<file path="src/rtl/pio_cap_pkg.sv">
package pio_cap_pkg;

    localparam int REG_ADDR_W = 3;

    // Word addresses of the register port
    typedef enum logic [REG_ADDR_W-1:0] {
        REG_MASK_ON  = 3'd0,
        REG_MASK_OFF = 3'd1,
        REG_MASK     = 3'd2,
        REG_PEND     = 3'd3,
        REG_FLT_ON   = 3'd4,
        REG_FLT_OFF  = 3'd5,
        REG_FLT_STAT = 3'd6,
        REG_LEVEL    = 3'd7
    } reg_sel_e;

endpackage

</file>
<file path="src/rtl/pio_cap_sync.sv">
module pio_cap_sync #(
    parameter int W      = 32,
    parameter int STAGES = 2
) (
    input  logic         clk_i,
    input  logic         rst_n_i,
    input  logic [W-1:0] d_i,
    output logic [W-1:0] q_o
);
    logic [W-1:0] chain_q [STAGES];

    always_ff @(posedge clk_i or negedge rst_n_i) begin
        if (!rst_n_i) begin
            for (int i = 0; i < STAGES; i++) chain_q[i] <= '0;
        end else begin
            chain_q[0] <= d_i;
            for (int i = 1; i < STAGES; i++) chain_q[i] <= chain_q[i-1];
        end
    end

    assign q_o = chain_q[STAGES-1];
endmodule

</file>
<file path="src/rtl/pio_cap_filter.sv">
module pio_cap_filter #(
    parameter int W = 32
) (
    input  logic         clk_i,
    input  logic         rst_n_i,
    input  logic [W-1:0] d_i,
    output logic [W-1:0] q_o
);
    for (genvar g = 0; g < W; g++) begin : g_line
        logic last_q;
        logic lvl_q;

        // The output takes a new level only once two successive samples agree
        always_ff @(posedge clk_i or negedge rst_n_i) begin
            if (!rst_n_i) begin
                last_q <= 1'b0;
                lvl_q  <= 1'b0;
            end else begin
                last_q <= d_i[g];
                if (d_i[g] == last_q) lvl_q <= d_i[g];
            end
        end

        assign q_o[g] = lvl_q;
    end
endmodule

</file>
<file path="src/rtl/pio_cap_detect.sv">
module pio_cap_detect #(
    parameter int W = 32
) (
    input  logic         clk_i,
    input  logic         rst_n_i,
    input  logic [W-1:0] raw_i,
    input  logic [W-1:0] filt_i,
    input  logic [W-1:0] use_filt_i,
    output logic [W-1:0] level_o,
    output logic [W-1:0] change_o
);
    logic [W-1:0] prev_q;

    assign level_o = (filt_i & use_filt_i) | (raw_i & ~use_filt_i);

    always_ff @(posedge clk_i or negedge rst_n_i) begin
        if (!rst_n_i) prev_q <= '0;
        else          prev_q <= level_o;
    end

    assign change_o = level_o ^ prev_q;
endmodule

</file>
<file path="src/rtl/pio_change_irq.sv">
module pio_change_irq
    import pio_cap_pkg::*;
#(
    parameter int NLINES = 32
) (
    input  logic                  clk_i,
    input  logic                  rst_n_i,
    input  logic                  wr_en_i,
    input  logic                  rd_en_i,
    input  logic [REG_ADDR_W-1:0] addr_i,
    input  logic [NLINES-1:0]     wdata_i,
    output logic [NLINES-1:0]     rdata_o,
    input  logic [NLINES-1:0]     pins_i,
    output logic                  irq_o
);
    localparam int SYNC_STAGES = 2;

    logic [NLINES-1:0] sync_w, filt_w, level_w, chg_w;
    logic [NLINES-1:0] mask_q, fen_q, pend_q, rdata_q;
    logic [NLINES-1:0] rd_mux;
    logic              pend_clr;
    reg_sel_e          sel;

    assign sel = reg_sel_e'(addr_i);

    pio_cap_sync #(.W(NLINES), .STAGES(SYNC_STAGES)) u_sync (
        .clk_i(clk_i), .rst_n_i(rst_n_i), .d_i(pins_i), .q_o(sync_w)
    );

    pio_cap_filter #(.W(NLINES)) u_filt (
        .clk_i(clk_i), .rst_n_i(rst_n_i), .d_i(sync_w), .q_o(filt_w)
    );

    pio_cap_detect #(.W(NLINES)) u_det (
        .clk_i(clk_i), .rst_n_i(rst_n_i), .raw_i(sync_w), .filt_i(filt_w),
        .use_filt_i(fen_q), .level_o(level_w), .change_o(chg_w)
    );

    assign pend_clr = rd_en_i && (sel == REG_PEND);

    // Mask and filter selection: set/clear addresses
    always_ff @(posedge clk_i or negedge rst_n_i) begin
        if (!rst_n_i) begin
            mask_q <= '0;
            fen_q  <= '0;
        end else if (wr_en_i) begin
            unique case (sel)
                REG_MASK_ON:  mask_q <= mask_q | wdata_i;
                REG_MASK_OFF: mask_q <= mask_q & ~wdata_i;
                REG_FLT_ON:   fen_q  <= fen_q | wdata_i;
                REG_FLT_OFF:  fen_q  <= fen_q & ~wdata_i;
                default: ;
            endcase
        end
    end

    // Pending word: a same-cycle change survives the clearing read
    always_ff @(posedge clk_i or negedge rst_n_i) begin
        if (!rst_n_i) pend_q <= '0;
        else          pend_q <= (pend_clr ? '0 : pend_q) | chg_w;
    end

    always_comb begin
        unique case (sel)
            REG_MASK:     rd_mux = mask_q;
            REG_PEND:     rd_mux = pend_q;
            REG_FLT_STAT: rd_mux = fen_q;
            REG_LEVEL:    rd_mux = level_w;
            default:      rd_mux = '0;
        endcase
    end

    always_ff @(posedge clk_i or negedge rst_n_i) begin
        if (!rst_n_i)     rdata_q <= '0;
        else if (rd_en_i) rdata_q <= rd_mux;
    end

    assign rdata_o = rdata_q;
    assign irq_o   = |(pend_q & mask_q);
endmodule

</file>
<file path="config.mk">
export PLATFORM = sky130hd
export DESIGN_NAME = pio_change_irq
export DESIGN_NICKNAME = d
export VERILOG_FILES = /design/src/rtl/pio_cap_pkg.sv /design/src/rtl/pio_cap_sync.sv /design/src/rtl/pio_cap_filter.sv /design/src/rtl/pio_cap_detect.sv /design/src/rtl/pio_change_irq.sv
export SDC_FILE = /design/constraint.sdc
export NUM_CORES = 1
export LEC_CHECK = 0
export BUFFER_PORTS_ARGS = -buffer_cell sky130_fd_sc_hd__clkbuf_2
export CORE_ASPECT_RATIO = 1.1
export CORE_UTILIZATION = 30
export CTS_BUF_LIST = sky130_fd_sc_hd__clkbuf_4
export DETAILED_ROUTE_END_ITERATION = 7
export GPL_ROUTABILITY_DRIVEN = 0
export RECOVER_POWER = 25
export SLEW_MARGIN = 20
export SYNTH_ARGS = -nofsm -noshare
export SYNTH_HDL_FRONTEND = slang
export SYNTH_HIERARCHICAL = 1
export SYNTH_SLANG_ARGS = --single-unit
</file>
<file path="constraint.sdc">
create_clock -name clk_i -period 4.3 [get_ports clk_i]
set_clock_uncertainty 0.05 [all_clocks]
set_input_delay 0.86 -clock clk_i [delete_from_list [all_inputs] [get_ports clk_i]]
set_output_delay 0.86 -clock clk_i [all_outputs]
set_load 0.005 [all_outputs]
</file>
==> results.sh, run 1 <==
export IMPL_outcome="finished, violations left"
export IMPL_violations="capacitance limit, slew limit"
export IMPL_async_flop_share=1.00
export IMPL_critPathRequiredTime_ps=3390
export IMPL_fin_crit_sh=0.769
export IMPL_htree_levels=3
export IMPL_rows=74
export IMPL_cts_root_buffer_cell="clkbuf_4"
export IMPL_critPathArrivalTime_ps=2400
export IMPL_max_freq_mhz=302
export IMPL_hpwl_mm=16.2
export IMPL_ir_worst_vdd_mv=0.137
export IMPL_crit_path_end_kind="output port"
export IMPL_p_per_area_nw_per_um2=508
export IMPL_postCtsHoldBufs=0
export IMPL_switching_share=0.261
export IMPL_area_growth_synth_to_final_pct=14.6
export IMPL_cts_made_buffers=77
export IMPL_vias_per_cell=4.60
export IMPL_pwr_share_seq=0.495
export IMPL_cap_violations=1
export IMPL_slew_headroom=-1.00
export IMPL_ys_ff_latch=288
export IMPL_die_w_um=187
export IMPL_numClockSinks=288
export IMPL_cts_tree="built"
export IMPL_drt_iter0_drc=296
export IMPL_grt_setup_unrepaired="no"
export IMPL_startpoint_type="register"
export IMPL_final_setup_tns_ps=0
export IMPL_synth_cells=801
export IMPL_nets=968
export IMPL_p_total_uw=6590
export IMPL_drc=0
export IMPL_die_y_um=206
export IMPL_grt_antenna_before_repair=3
export IMPL_drive_above_1_share=0.348
export IMPL_synthFlopType="dfrtp_1"
export IMPL_drtPass1Iterations=5
export IMPL_syn_area_sq_um=11300
export IMPL_min_period_ps=3310
export IMPL_path_max_fanout=3
export IMPL_syn_nets=872
export IMPL_detail_route_antenna_nets=0
export IMPL_synth_edf_count=0
export IMPL_drv_slew=57
export IMPL_p_int_uw=4870
export IMPL_path_clk_slew_ps=60
export IMPL_critPathKind="reg2out"
export IMPL_tightest_slew_ps=3010
export IMPL_coreArea_sq_um=37200
export IMPL_leakage_uw=0.00563
export IMPL_via_count=6630
export IMPL_grt_pass1_vias=6989
export IMPL_ys_seq_area_frac=0.636
export IMPL_grt_max_degree=137
export IMPL_synth_warnings=6
export IMPL_setup_viol=0
export IMPL_synth_area_per_cell_sq_um=14.1
export IMPL_final_hold_viol_count=0
export IMPL_cts_buffer_depth=3
export IMPL_initial_core_util=0.304
export IMPL_post_cts_setup_buffers=0
export IMPL_wire_per_inst_um=17.2
export IMPL_hold_class="in2reg"
export IMPL_p_comb_frac=0.124
export IMPL_clock_latency_ps=720
export IMPL_holdWs_ps=200
export IMPL_routed_wl_mm=24.7
export IMPL_p_clk_frac=0.381
export IMPL_cts_resized=0
export IMPL_grt_pass1_wl_mm=39.9
export IMPL_io_buffers=103
export IMPL_power_switching_uw=1720
export IMPL_pin_count=104
export IMPL_gr_total_overflow=0
export IMPL_ys_types=25
export IMPL_dieArea_sq_um=38600
export IMPL_grt_util_all_layers=0.134
power groups by stage:
stage | logic, uW | clock network (uW) | registers, uW
after floorplan | 629 | 0 | 3240
after global placement | 814 | 0 | 3300
after detailed placement | 828 | 0 | 3310
after CTS | 833 | 2610 | 3260
after global routing | 915 | 2760 | 3300
final | 819 | 2510 | 3260
worst paths after layout:
kind	from	cells past startpoint	to	slack [ps]
setup / recovery	register	4	irq_o	990
hold / removal	pins_i[1]	1	u_sync/chain_q[33]	200
setup reg to reg	register	4	rdata_o[0]	2650
hold reg to reg	u_sync/chain_q[60]	0	u_sync/q_o[28]	300
max in group asynchronous	rst_n_i	1	u_filt/g_line[16].lvl_q	1170
min in group asynchronous	rst_n_i	1	rdata_o[21]	1300
logic make-up (layout without fill, tap and decap cells):
group                    count (synthesis)  after routing  share of synthesized area
flip-flops                             288            288                      0.636
AO/OA/AOI/OAI                          208            208                      0.110
buffers and inverters                  135            279                     0.0735
multiplexers                            64             64                      0.107
AND/OR/NAND/NOR                         42             42                     0.0178
adder cells (fa/ha/maj)                 32             32                     0.0318
XOR/XNOR                                32             32                     0.0247
other                                    0              3                          0
per-stage QoR:
stage	instances	utilization	instance area, sq um	setup WS (ps)
6_report	1442	0.349	13000	992
5_1_grt	1440	0.349	13000	496
4_1_cts	1438	0.348	13000	957
3_5_place_dp	1311	0.321	12000	1540
3_3_place_gp	1311	0.321	12000	1530
2_1_floorplan	801	-	11300	2230
synth_stat cells, types with 2 or more instances:
cell / n / area share
a22oi_1: 16 / 0.011
o21ai_1: 28 / 0.012
maj3_2: 32 / 0.032
o21ai_0: 4 / 0.0018
inv_1: 32 / 0.011
mux2_4: 32 / 0.042
dfrtp_1: 288 / 0.64
a21o_1: 32 / 0.021
buf_2: 24 / 0.011
mux4_2: 30 / 0.060
a31oi_1: 64 / 0.035
nand2_1: 32 / 0.011
buf_6: 4 / 0.0040
a21oi_1: 64 / 0.028
nand4_1: 4 / 0.0022
xor2_1: 32 / 0.025
mux4_1: 2 / 0.0046
clkbuf_1: 4 / 0.0013
buf_4: 71 / 0.047
routing by layer:
metal	share of wire	track usage
met1	0.45	0.174
met5	0.0013	0
met2	0.47	0.209
met3	0.066	0.0445
met4	0.014	0.0506
worst max-delay path, stage by stage (launching register included):
cell	delay [ps]
dfrtp_1	400
a22oi_1	370
nand4_1	140
or4_1	640
clkbuf_2	160
placed cells by master (no fill, tap or decap), drive strengths merged, types with 3 or more instances in the layout:
master	count
maj3	32
o21ai	32
a22oi	16
buf	17
dfrtp	288
clkinv	13
clkbuf	211
a21o	32
diode	3
xor2	32
a31oi	64
inv	33
nand2	32
a21oi	64
mux2	32
nand4	4
bufinv	4
mux4	32
layout make-up:
| class | instances | area, sq um |
|---|---|---|
| Clock buffer | 109 | 818 |
| Antenna cell | 3 | 7.51 |
| Sequential cell | 288 | 7210 |
| Timing Repair Buffer | 120 | 723 |
| Tap cell | 494 | 618 |
| Clock inverter | 18 | 181 |
| Inverter | 32 | 120 |
| Fill cell | 3706 | 24200 |
| Multi-Input combinational cell | 378 | 3310 |
Power figures use the tool's default switching activity.
==> run 2, diff against run 1 <==
Clock period 4.3 ns to 2.85 ns, I/O delays scaled along.
==> results.sh, run 2 (synthesis results as in run 1) <==
export IMPL_outcome="completed"
export IMPL_startpoint_type="register"
export IMPL_cts_made_buffers=75
export IMPL_switching_share=0.272
export IMPL_final_cell_mix="288 x dfrtp_1, 103 x clkbuf_4, 98 x clkbuf_2, 64 x a21oi_1, 64 x a31oi_1"
export IMPL_wire_per_inst_um=17.4
export IMPL_p_clk_frac=0.348
export IMPL_dpl_cell_count=1313
export IMPL_dieArea_sq_um=38600
export IMPL_htree_levels=3
export IMPL_setup_viol=0
export IMPL_tightest_slew_ps=701
export IMPL_vias_per_cell=4.60
export IMPL_rows=74
export IMPL_clock_latency_ps=660
export IMPL_grt_setup_unrepaired="yes"
export IMPL_gr_total_overflow=0
export IMPL_drive_above_1_share=0.286
export IMPL_critPathRequiredTime_ps=2230
export IMPL_cts_buffer_depth=3
export IMPL_worstRegToRegCells=4
export IMPL_final_setup_tns_ps=0
export IMPL_path_max_fanout=2
export IMPL_drc=0
export IMPL_grt_pass1_vias=7162
export IMPL_cts_root_buffer_cell="clkbuf_4"
export IMPL_grt_max_degree=86
export IMPL_cts_tree="built"
export IMPL_cp_cell_sequence="a22oi_2 > nand4_1 > or4_4 > clkbuf_2"
export IMPL_ir_worst_vdd_mv=0.230
export IMPL_leakage_uw=0.00559
export IMPL_p_int_uw=6870
export IMPL_dp_slack_ps=484
export IMPL_detail_route_antenna_nets=0
export IMPL_rrSetupSlack_ps=1180
export IMPL_cp_slowest_cell="or4_4"
export IMPL_min_from="wdata_i[31]"
export IMPL_cap_violations=0
export IMPL_drt_iter0_drc=340
export IMPL_path_clk_slew_ps=70
export IMPL_critPathTopFamily="simple AND/OR/NAND/NOR gates"
export IMPL_die_y_um=206
export IMPL_io_buffers=103
export IMPL_via_count=6777
export IMPL_slew_headroom=0.532
export IMPL_holdPathStages=2
export IMPL_min_period_ps=2780
export IMPL_critical_path_max_stage_delay_ps=470
export IMPL_p_comb_frac=0.132
export IMPL_initial_core_util=0.304
export IMPL_drtPass1Iterations=5
export IMPL_layout_commonest_cell="dfrtp_1"
export IMPL_routed_wl_mm=25.7
export IMPL_pin_count=104
export IMPL_coreArea_sq_um=37200
export IMPL_area_growth_synth_to_final_pct=16.1
export IMPL_numClockSinks=288
export IMPL_cp_num_buf_inv=1
export IMPL_hold_class="in2reg"
export IMPL_crit_path_end_kind="output port"
export IMPL_p_total_uw=9440
export IMPL_die_w_um=187
export IMPL_fin_crit_sh=0.975
export IMPL_grt_util_all_layers=0.139
export IMPL_max_freq_mhz=360
export IMPL_grt_antenna_before_repair=3
export IMPL_critPathArrivalTime_ps=2160
export IMPL_hpwl_mm=16.6
export IMPL_power_switching_uw=2570
export IMPL_setup_ws_ps=71.2
export IMPL_final_hold_viol_count=0
export IMPL_pwr_share_seq=0.520
export IMPL_r2r_end="rdata_o[12]"
export IMPL_grt_pass1_wl_mm=41.3
export IMPL_drv_slew=0
export IMPL_p_per_area_nw_per_um2=717
export IMPL_nets=1005
export IMPL_critPathKind="reg2out"
export IMPL_finalNonFillerCells=1474
-- run 2: changes by cell type in the layout (fill, tap and decap cells not counted), sizes merged --
cell	change
dlygate4sd3	+35
clkbuf	-7
buf	+6
bufinv	-4
clkinv	+3
clkdlybuf4s25	-1
diode	-1
inv	+1
-- run 2: what timing repair did --
item                                   4_1_cts  5_1_grt
setup endpoints to repair                    1        1
endpoints found under the hold margin      115        0
buffers inserted                             1        2
gates resized for setup                      7        3
pin swaps                                    3        4
hold buffers                                35        0
-- run 2: worst register-to-register path: stages, from the launching register on --
cell	delay (ps)
dfrtp_1	400
mux2_1	370
mux4_2	480
nand2_1	150
o21ai_1	90
-- run 2: routing by layer --
metal | GRT usage | wire length, um
met5 | 0 | 13
met4 | 0.0527 | 461
met3 | 0.0396 | 1490
met2 | 0.218 | 12200
met1 | 0.182 | 11500
-- run 2: power groups by stage --
| stage | logic (uW) | registers, uW | clock network [uW] |
|---|---|---|---|
| floorplan | 950 | 4880 | 0 |
| global route | 1400 | 4970 | 3660 |
| finish | 1240 | 4910 | 3290 |
| global placement | 1250 | 4970 | 0 |
| detailed placement | 1270 | 4990 | 0 |
| CTS | 1320 | 4930 | 3450 |
-- run 2: cell type report --
cell class	instances	area (sq um)
clock inverter	18	71.3
clock buffer	103	773
multi-input combinational	378	3230
antenna	2	5.00
fill	3715	24100
tap	494	618
timing repair buffer	159	1140
inverter	32	120
sequential	288	7210
-- run 2: worst max-delay path by stage --
stage	start	endpoint	slack, ps	cells past startpoint
global placement	register	irq_o	460	4
detailed placement	register	irq_o	480	4
finish	register	irq_o	70	4
CTS	pend_q[22]	irq_o	-30	4
floorplan	register	irq_o	1070	3
global route	pend_q[27]	irq_o	-5	4
-- run 2: through the flow --
step	hold slack, ps	area, sq um	utilization
6_report	77.1	13200	0.354
5_1_grt	27.2	13200	0.354
4_1_cts	0.698	13300	0.356
3_5_place_dp	285	12000	0.323
3_3_place_gp	284	12000	0.323
2_1_floorplan	224	11300	-
